`src/rtl/alu64_pkg.sv`:
```
package alu64_pkg;

  typedef enum logic [2:0] {
    OP_AND  = 3'b000,
    OP_XNOR = 3'b001,
    OP_XOR  = 3'b010,
    OP_OR   = 3'b011,
    OP_ADD  = 3'b100,
    OP_SUB  = 3'b101,
    OP_INC  = 3'b110,
    OP_DEC  = 3'b111
  } aluOp_e;

  typedef enum logic [1:0] {
    LG_AND  = 2'd0,
    LG_XNOR = 2'd1,
    LG_XOR  = 2'd2,
    LG_OR   = 2'd3
  } logicFn_e;

  typedef enum logic [1:0] {
    BSRC_PASS = 2'd0,
    BSRC_INV  = 2'd1,
    BSRC_ZERO = 2'd2,
    BSRC_ONES = 2'd3
  } bSrc_e;

  // Strobes from the decoder to the datapath
  typedef struct packed {
    logic     arithSel;
    bSrc_e    bSrc;
    logic     carryIn;
    logicFn_e logicFn;
  } aluCtrl_t;

endpackage

```
`src/rtl/alu64_rca.sv`:
```
// Ripple block built from mux-style full adders: y=a^b, s=y^c, co = y ? c : a
module alu64_rca #(
  parameter int W = 4
) (
  input  logic [W-1:0] a,
  input  logic [W-1:0] b,
  input  logic         cin,
  output logic [W-1:0] sum,
  output logic         cout
);
  logic [W:0] chain;

  always_comb begin
    chain[0] = cin;
    for (int i = 0; i < W; i++) begin
      sum[i]     = (a[i] ^ b[i]) ^ chain[i];
      chain[i+1] = (a[i] ^ b[i]) ? chain[i] : a[i];
    end
    cout = chain[W];
  end
endmodule

```
`src/rtl/alu64_csel.sv`:
```
module alu64_csel #(
  parameter int WIDTH = 64,
  parameter int BLK   = 4
) (
  input  logic [WIDTH-1:0] a,
  input  logic [WIDTH-1:0] b,
  input  logic             cin,
  output logic [WIDTH-1:0] sum,
  output logic             cout
);
  localparam int NBLK = WIDTH / BLK;

  logic [NBLK:0] blkCarry;
  assign blkCarry[0] = cin;

  for (genvar k = 0; k < NBLK; k++) begin : gBlk
    if (k == 0) begin : gFirst
      // First block sees the real carry-in directly
      alu64_rca #(.W(BLK)) uRca (
        .a(a[BLK-1:0]), .b(b[BLK-1:0]), .cin(blkCarry[0]),
        .sum(sum[BLK-1:0]), .cout(blkCarry[1])
      );
    end else begin : gSel
      logic [BLK-1:0] sumLo, sumHi;
      logic           coLo, coHi;
      alu64_rca #(.W(BLK)) uRca0 (
        .a(a[k*BLK +: BLK]), .b(b[k*BLK +: BLK]), .cin(1'b0),
        .sum(sumLo), .cout(coLo)
      );
      alu64_rca #(.W(BLK)) uRca1 (
        .a(a[k*BLK +: BLK]), .b(b[k*BLK +: BLK]), .cin(1'b1),
        .sum(sumHi), .cout(coHi)
      );
      assign sum[k*BLK +: BLK] = blkCarry[k] ? sumHi : sumLo;
      assign blkCarry[k+1]     = blkCarry[k] ? coHi  : coLo;
    end
  end

  assign cout = blkCarry[NBLK];
endmodule

```
`src/rtl/alu64_ctrl.sv`:
```
module alu64_ctrl
  import alu64_pkg::*;
(
  input  logic [2:0] opSel,
  output aluCtrl_t   ctrl
);
  always_comb begin
    ctrl.arithSel = opSel[2];
    ctrl.bSrc     = BSRC_PASS;
    ctrl.carryIn  = 1'b0;
    ctrl.logicFn  = logicFn_e'(opSel[1:0]);
    case (aluOp_e'(opSel))
      OP_SUB:  begin ctrl.bSrc = BSRC_INV;  ctrl.carryIn = 1'b1; end
      OP_INC:  begin ctrl.bSrc = BSRC_ZERO; ctrl.carryIn = 1'b1; end
      OP_DEC:  begin ctrl.bSrc = BSRC_ONES; ctrl.carryIn = 1'b0; end
      default: begin ctrl.bSrc = BSRC_PASS; ctrl.carryIn = 1'b0; end
    endcase
  end
endmodule

```
`src/rtl/alu64_dp.sv`:
```
module alu64_dp
  import alu64_pkg::*;
#(
  parameter int WIDTH = 64,
  parameter int BLK   = 4
) (
  input  logic [WIDTH-1:0] opA,
  input  logic [WIDTH-1:0] opB,
  input  aluCtrl_t         ctrl,
  output logic [WIDTH-1:0] dpResult,
  output logic             dpCarry
);
  logic [WIDTH-1:0] addB, addSum, logicOut;
  logic             addCout;

  always_comb begin
    case (ctrl.bSrc)
      BSRC_INV:  addB = ~opB;
      BSRC_ZERO: addB = '0;
      BSRC_ONES: addB = '1;
      default:   addB = opB;
    endcase
  end

  alu64_csel #(.WIDTH(WIDTH), .BLK(BLK)) uAdd (
    .a(opA), .b(addB), .cin(ctrl.carryIn), .sum(addSum), .cout(addCout)
  );

  always_comb begin
    case (ctrl.logicFn)
      LG_AND:  logicOut = opA & opB;
      LG_XNOR: logicOut = ~(opA ^ opB);
      LG_XOR:  logicOut = opA ^ opB;
      default: logicOut = opA | opB;
    endcase
  end

  assign dpResult = ctrl.arithSel ? addSum : logicOut;
  assign dpCarry  = ctrl.arithSel & addCout;
endmodule

```
`src/rtl/alu64.sv`:
```
module alu64
  import alu64_pkg::*;
#(
  parameter int WIDTH   = 64,
  parameter int BLK     = 4,
  parameter bit REG_OUT = 1'b1
) (
  input  logic             clk,
  input  logic             rstN,
  input  logic [WIDTH-1:0] opA,
  input  logic [WIDTH-1:0] opB,
  input  logic [2:0]       opSel,
  output logic [WIDTH-1:0] result,
  output logic             carryOut
);
  aluCtrl_t         ctrl;
  logic [WIDTH-1:0] dpResult;
  logic             dpCarry;

  alu64_ctrl uCtrl (.opSel(opSel), .ctrl(ctrl));

  alu64_dp #(.WIDTH(WIDTH), .BLK(BLK)) uDp (
    .opA(opA), .opB(opB), .ctrl(ctrl), .dpResult(dpResult), .dpCarry(dpCarry)
  );

  if (REG_OUT) begin : gReg
    always_ff @(posedge clk) begin
      if (!rstN) begin
        result   <= '0;
        carryOut <= 1'b0;
      end else begin
        result   <= dpResult;
        carryOut <= dpCarry;
      end
    end

    a_r2_logic_no_carry: assert property (@(posedge clk) disable iff (!rstN)
      !opSel[2] |=> !carryOut);
    a_r3_add_sum: assert property (@(posedge clk) disable iff (!rstN)
      (opSel == 3'b100) |=> {carryOut, result} == ({1'b0, $past(opA)} + {1'b0, $past(opB)}));
    a_r4_sub_borrow: assert property (@(posedge clk) disable iff (!rstN)
      (opSel == 3'b101) |=> carryOut == ($past(opA) >= $past(opB)));
    a_r5_inc_carry: assert property (@(posedge clk) disable iff (!rstN)
      (opSel == 3'b110) |=> carryOut == (&$past(opA)));
    a_r6_dec_carry: assert property (@(posedge clk) disable iff (!rstN)
      (opSel == 3'b111) |=> carryOut == (|$past(opA)));
    a_r8_reset_clear: assert property (@(posedge clk)
      !rstN |=> (result == '0) && !carryOut);
  end else begin : gComb
    assign result   = dpResult;
    assign carryOut = dpCarry;
  end
endmodule

```
`config.mk`:
```
export PLATFORM = sky130hd
export DESIGN_NAME = alu64
export DESIGN_NICKNAME = d
export VERILOG_FILES = /design/src/rtl/alu64_pkg.sv /design/src/rtl/alu64_rca.sv /design/src/rtl/alu64_csel.sv /design/src/rtl/alu64_ctrl.sv /design/src/rtl/alu64_dp.sv /design/src/rtl/alu64.sv
export SDC_FILE = /design/constraint.sdc
export NUM_CORES = 1
export LEC_CHECK = 0
export ABC_AREA = 1
export BUFFER_PORTS_ARGS = -buffer_cell sky130_fd_sc_hd__buf_2
export CAP_MARGIN = 10
export CORE_MARGIN = 4
export CORE_UTILIZATION = 50
export DETAILED_ROUTE_END_ITERATION = 10
export PLACE_DENSITY = 0.81
export SLEW_MARGIN = 30
export SYNTH_ARGS = -nofsm -noshare
export SYNTH_HDL_FRONTEND = slang
export SYNTH_SLANG_ARGS = --single-unit
```
`constraint.sdc`:
```
create_clock -name clk -period 4.2 [get_ports clk]
set_input_delay 0.42 -clock clk [delete_from_list [all_inputs] [get_ports clk]]
set_output_delay 0.42 -clock clk [all_outputs]
set_load 0.02 [all_outputs]
```
# ---- Word level (Yosys, flattened, before mapping)
# Index checks and enable logic that the tools add are counted.
dict set report totals {
  ff_bits 65
  inputBits 133
  elab_cells 348
}
dict set report classes {
  eq_ne 8
  mux 158
  n_bitwise 179
  n_reduce_logical 1
}
# op count
set ops {}
lappend ops {{case mux 64 bit (3 select lines)} 2}
lappend ops {{bitwise XOR 1 bit} 158}
lappend ops {{two-way mux 1 bit} 139}
lappend ops {{NOT 64 bit} 2}
lappend ops {{bitwise AND 64 bit} 1}
lappend ops {{two-way mux 64 bit} 1}
lappend ops {{OR 64 bit} 1}
lappend ops {{bitwise XOR 64 bit} 1}
lappend ops {{two-way mux 4 bit} 15}
lappend ops {{NOT 1 bit} 15}
lappend ops {{equality test 3 bit (second input constant)} 3}
lappend ops {{case mux 3 bit (3 select lines)} 1}
lappend ops {{equality test 2 bit (second input constant)} 3}
lappend ops {{equality test 2 x 1 -> 1 bit (second input constant)} 2}
lappend ops {{logical NOT 2 bit} 1}
lappend ops {{bitwise AND 1 bit} 1}

# ---- Logic depth before layout (Yosys ltp)
# Gate-level depths: netlist (run 1).
dict set report logic_depth {
  word_depth 25
  mapped_depth 39
  mapped_depth_nobuf 39
}

# ---- Hierarchy
# A second synthesis (run 1) with hierarchy kept.
dict set report unflattened {
  cells_unflattened 2360
  hier_area_um2 15085.7
}
# mod instances cells_each area_each_um2
set modules_own_cells {}
lappend modules_own_cells {alu64_dp 1 1154 6087.1}
lappend modules_own_cells {alu64_rca 31 25 175.2}
lappend modules_own_cells {alu64 1 202 1858.0}
lappend modules_own_cells {alu64_csel 1 217 1650.3}
lappend modules_own_cells {alu64_ctrl 1 12 60.1}

# ---- Least setup slack after synthesis (run 1)
# OpenSTA, ideal clock, no wires.
dict set report synth_timing {
  path_type {input -> register}
  startpoint {input port opSel[1]}
  endpoint {register result[63]}
  setup_ns 0.109
  arrival_ns 3.966
  required_ns 4.091
  path_slack_ns 0.125
  path_stages 34
  n_path_buf 2
  cell_sequence {buf_2 -> nand3_2 -> nand2_2 -> inv_2 -> clkbuf_1 -> o21ai_0 -> ha_1 -> o21ai_1 -> o21ai_1 -> nand2_1 -> nand2_1 -> nand3_2 -> nand2_4 -> nand2_4 -> nand2_4 -> nand2_4 -> nand2_4 -> nand2_2 -> nand3_4 -> nand3_2 -> nand3_4 -> nand2_4 -> nand2_4 -> nand3_2 -> nand3b_4 -> nand3_2 -> nand3b_4 -> nand3_2 -> nand3_1 -> nand3_1 -> nand4_1 -> nand3_1 -> nand2_1 -> inv_1}
}
dict set report synth_via {
  elab_chain_len 25
  word_cells_on_any_way 216
  cone_classes {8 x eq/ne; 141 x mux; 66 x bitwise; 1 x reduce/logical}
}
# element line
set synth_lines {}
lappend synth_lines {{start: declaration} alu64.sv:12} ;# input logic [2:0] opSel,
lappend synth_lines {{equality test 3 bit} alu64_ctrl.sv:12} ;# case (aluOp_e'(opSel))
lappend synth_lines {{case mux 3 bit (3 select lines)} alu64_ctrl.sv:12}
lappend synth_lines {{equality test 2 bit or equality test 2 x 1 -> 1 bit (tied branches)} alu64_dp.sv:17} ;# case (ctrl.bSrc)
lappend synth_lines {{case mux 64 bit (3 select lines)} alu64_dp.sv:17}
lappend synth_lines {{bitwise XOR 1 bit} alu64_rca.sv:17} ;# chain[i+1] = (a[i] ^ b[i]) ? chain[i] : a[i];
lappend synth_lines {{two-way mux 1 bit (4 in series)} alu64_rca.sv:17}
lappend synth_lines {{two-way mux 1 bit (14 in series)} alu64_csel.sv:35} ;# assign blkCarry[k+1] = blkCarry[k] ? coHi : coLo;
lappend synth_lines {{two-way mux 4 bit} alu64_csel.sv:34} ;# assign sum[k*BLK +: BLK] = blkCarry[k] ? sumHi : sumLo;
lappend synth_lines {{two-way mux 64 bit (*)} alu64_dp.sv:38} ;# assign dpResult = ctrl.arithSel ? addSum : logicOut;
lappend synth_lines {{end signal: assignment} alu64.sv:32} ;# result <= dpResult;
lappend synth_lines {{end: declaration} alu64.sv:13} ;# output logic [WIDTH-1:0] result,
# Mark *: on every way between the ends. The rest lies on a longest branch, timed or not.
# A chain may end at the register's enable or synchronous reset.

# ---- Final worst setup path (run 1)
dict set report layout_timing {
  startpoint {input port opSel[0]}
  endpoint {register result[58]}
}
dict set report layout_via {
  elab_chain_len 24
  word_cells_on_any_way 200
  cone_classes {8 x eq/ne; 130 x mux; 61 x bitwise; 1 x reduce/logical}
}
# element line
set layout_lines {}
lappend layout_lines {{equality test 3 bit} alu64_ctrl.sv:12}
lappend layout_lines {{case mux 3 bit (3 select lines)} alu64_ctrl.sv:12}
lappend layout_lines {{equality test 2 bit or equality test 2 x 1 -> 1 bit (tied branches)} alu64_dp.sv:17}
lappend layout_lines {{case mux 64 bit (3 select lines)} alu64_dp.sv:17}
lappend layout_lines {{bitwise XOR 1 bit} alu64_rca.sv:17}
lappend layout_lines {{two-way mux 1 bit (4 in series)} alu64_rca.sv:17}
lappend layout_lines {{two-way mux 1 bit (13 in series)} alu64_csel.sv:35}
lappend layout_lines {{two-way mux 4 bit} alu64_csel.sv:34}
lappend layout_lines {{two-way mux 64 bit (*)} alu64_dp.sv:38}
# Marks and branches as above.

==> impl_metrics.json, run 1 <==
{
  "clock_sinks": 65,
  "hold_violations": 0,
  "yosys_warnings": 0,
  "use_met2": 0.467,
  "dp_cells": 1988,
  "leakagePower_nw": 6.65,
  "critPathSlowestCell": "buf_2",
  "netlist_instances": 1528,
  "fmax_ghz": 0.261,
  "cpPeakStageDelay_ps": 160,
  "synth-edff-count": 0,
  "grt_busiest_layer": "met2",
  "final_common_cell": "nand2_1",
  "via_count": 10900,
  "layout-drive-gt1-share": 0.210,
  "final-max-slew-violation-count": 0,
  "portBuffers": 197,
  "startpoint_type": "input pin",
  "place_area_um2": 11400,
  "viasPerCell": 5.45,
  "seqCellArea_um2": 1300,
  "fillerInstances": 1786,
  "cp_common_cell": "nand2_2",
  "core_area_um2": 19500,
  "setup_viol_count_final": 0,
  "clock_path_buffers": 2,
  "syn_area_um2": 9890,
  "drtPass1Iterations": 6,
  "multiInputGateArea_um2": 7490,
  "die_y_um": 149,
  "grt_pass1_wl_mm": 49.0,
  "path_class": "input pin to flop",
  "synth_nets": 1819,
  "worst_ep_required_time_ps": 4470,
  "first_iter_violations": 869,
  "yosysTopAreaCell": "ha_1",
  "finalWirelength_mm": 30.6,
  "mostFrequentLayoutCells": "nand2_1 (315), inv_1 (253), buf_2 (197), o21ai_0 (189), ha_1 (158)",
  "rsz0062_at_grt": "false",
  "synth_top_cell_area_share": 0.200,
  "start_util": 0.508,
  "fin_crit_sh": 0.913,
  "wl_per_cell_um": 15.2,
  "instances_no_fill": 2005,
  "grt_antenna_before_repair": 2,
  "rows": 51,
  "critPathCapture": "result[58]$_SDFF_PN0_",
  "cts.clk_slew.worst_paths_ps": 60,
  "crit_path_start": "opSel[0]",
  "maxCapViolations": 0,
  "numCtsBuffers": 9,
  "async_flop_share": 0,
  "yosys-top-cells-area": "ha_1 (20%), dfxtp_1 (13%), nand2_1 (12%)",
  "finalCriticalPeriod_ps": 3840,
  "final_antenna_net_count": 0,
  "fin_ws_ps": 364,
  "status": "completed",
  "root_buffer": "clkbuf_16",
  "synth-seq-cells": 65,
  "cts_htree_levels": 3,
  "power_per_cell_area_nw_per_um2": 307,
  "grt.overflow.total": 0,
  "syn_avg_cell_area_um2": 6.48,
  "critPathMaxFanout": 11,
  "drcViolationCount": 0,
  "synthDistinctLibCells": 35,
  "first_global_vias": 10500,
  "synth_flop_cell": "dfxtp_1",
  "vdd.ir_drop.worst_mv": 0.218,
  "end_kind": "flop",
  "die_w_um": 149,
  "fin_hold_ws_ps": 508,
  "fin_total_pwr_mw": 3.64,
  "grt_max_degree": 66,
  "ios": 198,
  "place.gp.congestion": 0.945,
  "tightest_slew_ps": 885,
  "dp_hpwl_mm": 22.5,
  "final_cell_area_um2": 11900,
  "seq_area_frac_synth": 0.132,
  "floorplan.die_area_um2": 22100,
  "tritoncts": "built",
  "critPathArrivalTime_ps": 4100,
  "area_growth_syn_to_layout_pct": 19.9,
  "grtUsageMet1": 0.332,
  "timing.slew.headroom": 0.410,
  "gr-usage-met3": 0.0390,
  "grtUsageTotal": 0.267,
  "fin_nets": 2025,
  "min_path_type": "input pin to flop",
  "dp_slack_ps": -204
}
critical path: cells and delay by family:
| kind | cells | cell delay [ps] |
|---|---|---|
| AND/OR/NAND/NOR | 29 | 2780 |
| buffers and inverters | 4 | 490 |
| AO/OA/AOI/OAI | 2 | 250 |
| XOR/XNOR | 1 | 160 |
where the power goes:
| part | internal (mW) | leakage (nW) | switching, mW |
|---|---|---|---|
| logic | 0.789 | 5.95 | 1.30 |
| clock network | 0.509 | 0.153 | 0.311 |
| registers | 0.709 | 0.542 | 0.0280 |
metal layers:
metal / wire, um / part of all wire
met5: 8 / 0.00026
met1: 12700 / 0.42
met3: 2380 / 0.078
met2: 14600 / 0.48
met4: 877 / 0.029
cells by family after synthesis:
kind of cell             count (synthesis)  share of synthesized area
AND/OR/NAND/NOR                        522                      0.257
AO/OA/AOI/OAI                          409                      0.243
buffers and inverters                  325                      0.125
multiplexers                             2                    0.00215
XOR/XNOR                                47                     0.0416
flip-flops                              65                      0.132
adder cells (fa/ha/maj)                158                      0.200
what timing repair did:
action,4_1_cts,5_1_grt
resized for setup,0,30
endpoints found under the setup margin,0,12
hold endpoints to repair,0,0
buffers inserted,0,0
hold buffers,0,0
state kept, by name, summed over array words and instances, names as in the netlist:
signal / flops
carryOut: 1
result: 64
how the worst min path moves through the flow:
stage	from	end	slack, ps	depth (start not counted)
4_1_cts	opA[0]	result[0]$_SDFF_PN0_	500	4
2_1_floorplan	rstN	result[39]$_SDFF_PN0_	600	2
5_1_grt	opA[0]	result[0]$_SDFF_PN0_	530	4
3_5_place_dp	result[55]$_SDFF_PN0_	result[55]	840	1
6_report	opA[0]	result[0]$_SDFF_PN0_	510	4
3_3_place_gp	result[35]$_SDFF_PN0_	result[35]	840	1
Yosys cell counts (29+ instances only):
cell type,instances
nand2_1,317
inv_1,255
o21ai_0,195
ha_1,158
a21oi_1,86
o221ai_1,76
nor2_1,74
dfxtp_1,65
nand3_1,57
clkbuf_1,45
xor2_1,34
o21ai_1,29
area by class of cell:
type	instances	share of cell area
Sequential cell	65	0.110
Tap cell	265	0.0279
Antenna cell	1	0.000211
Inverter	264	0.0837
Multi-Input combinational cell	1138	0.631
Timing Repair Buffer	256	0.121
Clock buffer	14	0.0231
Clock inverter	2	0.00295
through the flow:
step,TNS [ps],util
6_report,0,0.610
3_5_place_dp,-1650,0.587
4_1_cts,0,0.603
5_1_grt,0,0.610
2_1_floorplan,0,-
3_3_place_gp,-112,0.587
Power figures use the tool's default switching activity.
==> run 2, diff against run 1 <==
--- a/config.mk
+++ b/config.mk
@@ -5,13 +5,12 @@
 export SDC_FILE = /design/constraint.sdc
 export NUM_CORES = 1
 export LEC_CHECK = 0
-export ABC_AREA = 1
-export BUFFER_PORTS_ARGS = -buffer_cell sky130_fd_sc_hd__buf_2
 export CAP_MARGIN = 10
 export CORE_MARGIN = 4
 export CORE_UTILIZATION = 50
 export DETAILED_ROUTE_END_ITERATION = 10
-export PLACE_DENSITY = 0.81
+export DONT_BUFFER_PORTS = 1
+export PLACE_DENSITY = 0.73
 export SLEW_MARGIN = 30
 export SYNTH_ARGS = -nofsm -noshare
 export SYNTH_HDL_FRONTEND = slang
==> run 2 against run 1 <==
  * Largest cell class unchanged
  * Largest power group unchanged
  * Critical path depth decreased by 14
  * The flow now finishes with violations (negative setup slack)
  * Sequential cell count unchanged
  * Routed wire length decreased by 1.5%
  * Sequential share of layout area down 0.61 points
  * Cell area grew 5.8%
==> impl_metrics.json, run 2 <==
{
  "status": "finished, violations left",
  "violations": "negative setup slack",
  "hold_violations": 0,
  "power_per_cell_area_nw_per_um2": 274,
  "seq_area_frac_synth": 0.121,
  "yosysTopAreaCell": "ha_1",
  "tns_ps": -12710,
  "numCtsBuffers": 9,
  "finalWirelength_mm": 30.1,
  "finalCriticalPeriod_ps": 5050,
  "yosys-top-cells-area": "ha_1 (18%), dfxtp_1 (12%), mux2_2 (7.5%)",
  "place.gp.congestion": 0.845,
  "synth_nets": 1705,
  "fin_total_pwr_mw": 3.45,
  "synthSimpleGateAreaFrac": 0.121,
  "drcViolationCount": 0,
  "vdd.ir_drop.worst_mv": 0.167,
  "syn_avg_cell_area_um2": 7.58,
  "drtPass1Iterations": 6,
  "first_global_vias": 9786,
  "grt_max_degree": 178,
  "layout-drive-gt1-share": 0.231,
  "final_antenna_net_count": 0,
  "critPathMaxFanout": 162,
  "final_common_cell": "inv_1",
  "fin_ws_ps": -849,
  "synth_top_cell_area_share": 0.185,
  "area_growth_syn_to_layout_pct": 17.2,
  "cts_htree_levels": 3,
  "worst_ep_required_time_ps": 4480,
  "grt_antenna_before_repair": 0,
  "dp_hpwl_mm": 21.3,
  "cts.clk_slew.worst_paths_ps": 60,
  "die_y_um": 154,
  "reg_top3": "result (64), carryOut (1)",
  "fin_nets": 1760,
  "grt_pass1_wl_mm": 48.6,
  "tritoncts": "built",
  "async_flop_share": 0,
  "yosys_warnings": 0,
  "synth_compound_area_frac": 0.223,
  "setup_viol_count_final": 26,
  "timing.slew.headroom": 0.473,
  "synth-seq-cells": 65,
  "tightest_slew_ps": 790,
  "regMostFlops": "result",
  "synth_flop_cell": "dfxtp_1",
  "synthDistinctLibCells": 65,
  "die_w_um": 154,
  "mostFrequentLayoutCells": "inv_1 (168), ha_1 (156), a21oi_1 (125), o21ai_0 (106), buf_4 (105)",
  "end_kind": "flop",
  "synthXorXnorAreaFrac": 0.0809,
  "core_area_um2": 21000,
  "viasPerCell": 5.72,
  "final-max-slew-violation-count": 0,
  "maxCapViolations": 0,
  "fillerInstances": 1813,
  "portBuffers": 0,
  "critPathArrivalTime_ps": 5330,
  "leakagePower_nw": 5.77,
  "synth.most_common_cell": "inv_1",
  "synth_adder_area_share": 0.243,
  "holdPathStages": 1,
  "n_antenna_cell": 0,
  "fin_crit_sh": 1.20,
  "floorplan.die_area_um2": 23800,
  "largest_reg_flops": 64,
  "netlist_instances": 1414,
  "ios": 198,
  "start_util": 0.510,
  "wl_per_cell_um": 17.2,
  "grt.overflow.total": 0,
  "clock_path_buffers": 2,
  "seqCellArea_um2": 1300,
  "startpoint_type": "input pin",
  "rsz0062_at_grt": "true",
  "multiInputGateArea_um2": 9030,
  "rows": 53,
  "path_class": "input pin to flop",
  "clock_sinks": 65,
  "syn_area_um2": 10700,
  "fmax_ghz": 0.198,
  "synth_mux_area_frac": 0.123,
  "grtUsageTotal": 0.243,
  "holdPathEnd": "result[6]$_SDFF_PN0_",
  "synthTopCellsByCount": "inv_1 (169), ha_1 (158), a21oi_1 (140), o21ai_0 (115), nand2_1 (112)",
  "via_count": 10000,
  "synth_top_family_by_area": "adder cells",
  "min_path_type": "input pin to flop",
  "synth-edff-count": 0,
  "hold_path.startpoint": "opSel[2]",
  "first_iter_violations": 516,
  "root_buffer": "clkbuf_16"
}
==> run 2: worst max path at each step <==
stage          depth (start not counted)  slack (ps)                     to      from
2_1_floorplan                         25       -1610  result[38]$_SDFF_PN0_  opSel[0]
3_3_place_gp                          22       -1020  result[38]$_SDFF_PN0_  opSel[0]
3_5_place_dp                          24       -1130  result[61]$_SDFF_PN0_  opSel[0]
4_1_cts                               22        -700  result[38]$_SDFF_PN0_  opSel[0]
5_1_grt                               22        -980  result[50]$_SDFF_PN0_  opSel[1]
6_report                              22        -850  result[50]$_SDFF_PN0_  opSel[0]
==> run 2: power breakdown <==
| part | switching, mW | internal (mW) |
|---|---|---|
| Clock | 0.304 | 0.430 |
| Sequential | 0.153 | 0.708 |
| Combinational | 0.863 | 0.988 |
| Total | 1.32 | 2.13 |
==> run 2: area by class of cell <==
class                   instances  area share
multi-input cells            1102       0.719
flip-flops and latches         65       0.104
repair buffers                121      0.0771
well taps                     275      0.0274
clock inverters                 3     0.00120
clock buffers                  13      0.0207
inverters                     170      0.0508
==> run 2: kinds of logic after synthesis <==
family                     after synthesis
DFF                                     65
adders and majority gates              220
and+or+nand+nor                        268
AOI/OAI and AO/OA                      396
xor gates and xnor gates                99
muxes                                  119
buffers and inverters                  247
==> run 2: critical path, cell delays in order <==
cell,delay (ps)
and2b_2,250
o21ai_4,220
nand2_1,80
o21ai_0,100
inv_1,70
ha_1,180
maj3_1,350
o211ai_1,190
mux2_4,230
o21a_4,170
a21oi_4,60
or4_4,530
nand4_4,140
mux2i_4,400
mux2i_4,310
mux2i_1,270
inv_1,70
maj3_2,340
mux2_4,300
maj3_2,330
xnor2_2,130
a21oi_1,120
==> run 2: metrics by stage <==
stage | cell area, um^2 | std cells | setup WS [ps] | hold WS [ps] | utilization
after floorplan | 10900 | 1414 | -1610 | 639 | -
final | 12600 | 1749 | -849 | 167 | 0.597
after global placement | 11700 | 1713 | -1020 | 521 | 0.555
after CTS | 12200 | 1741 | -703 | 154 | 0.580
after detailed placement | 11700 | 1713 | -1130 | 523 | 0.555
after global routing | 12600 | 1749 | -982 | 157 | 0.597
==> run 2: timing repair <==
action | CTS | global route
hold buffers | 0 | 0
pin swaps | 36 | 28
gates resized for setup | 46 | 62
endpoints found under the setup margin | 25 | 34
buffers inserted | 13 | 12
==> run 2: per-layer routing <==
layer / GRT usage / routed length [um] / vias to the layer above
li1: - / - / 4978
met1: 0.295 / 12400 / 4677
met2: 0.419 / 14600 / 321
met3: 0.0725 / 2630 / 36
met4: 0.0664 / 519 / 0
met5: 0 / 0 / -
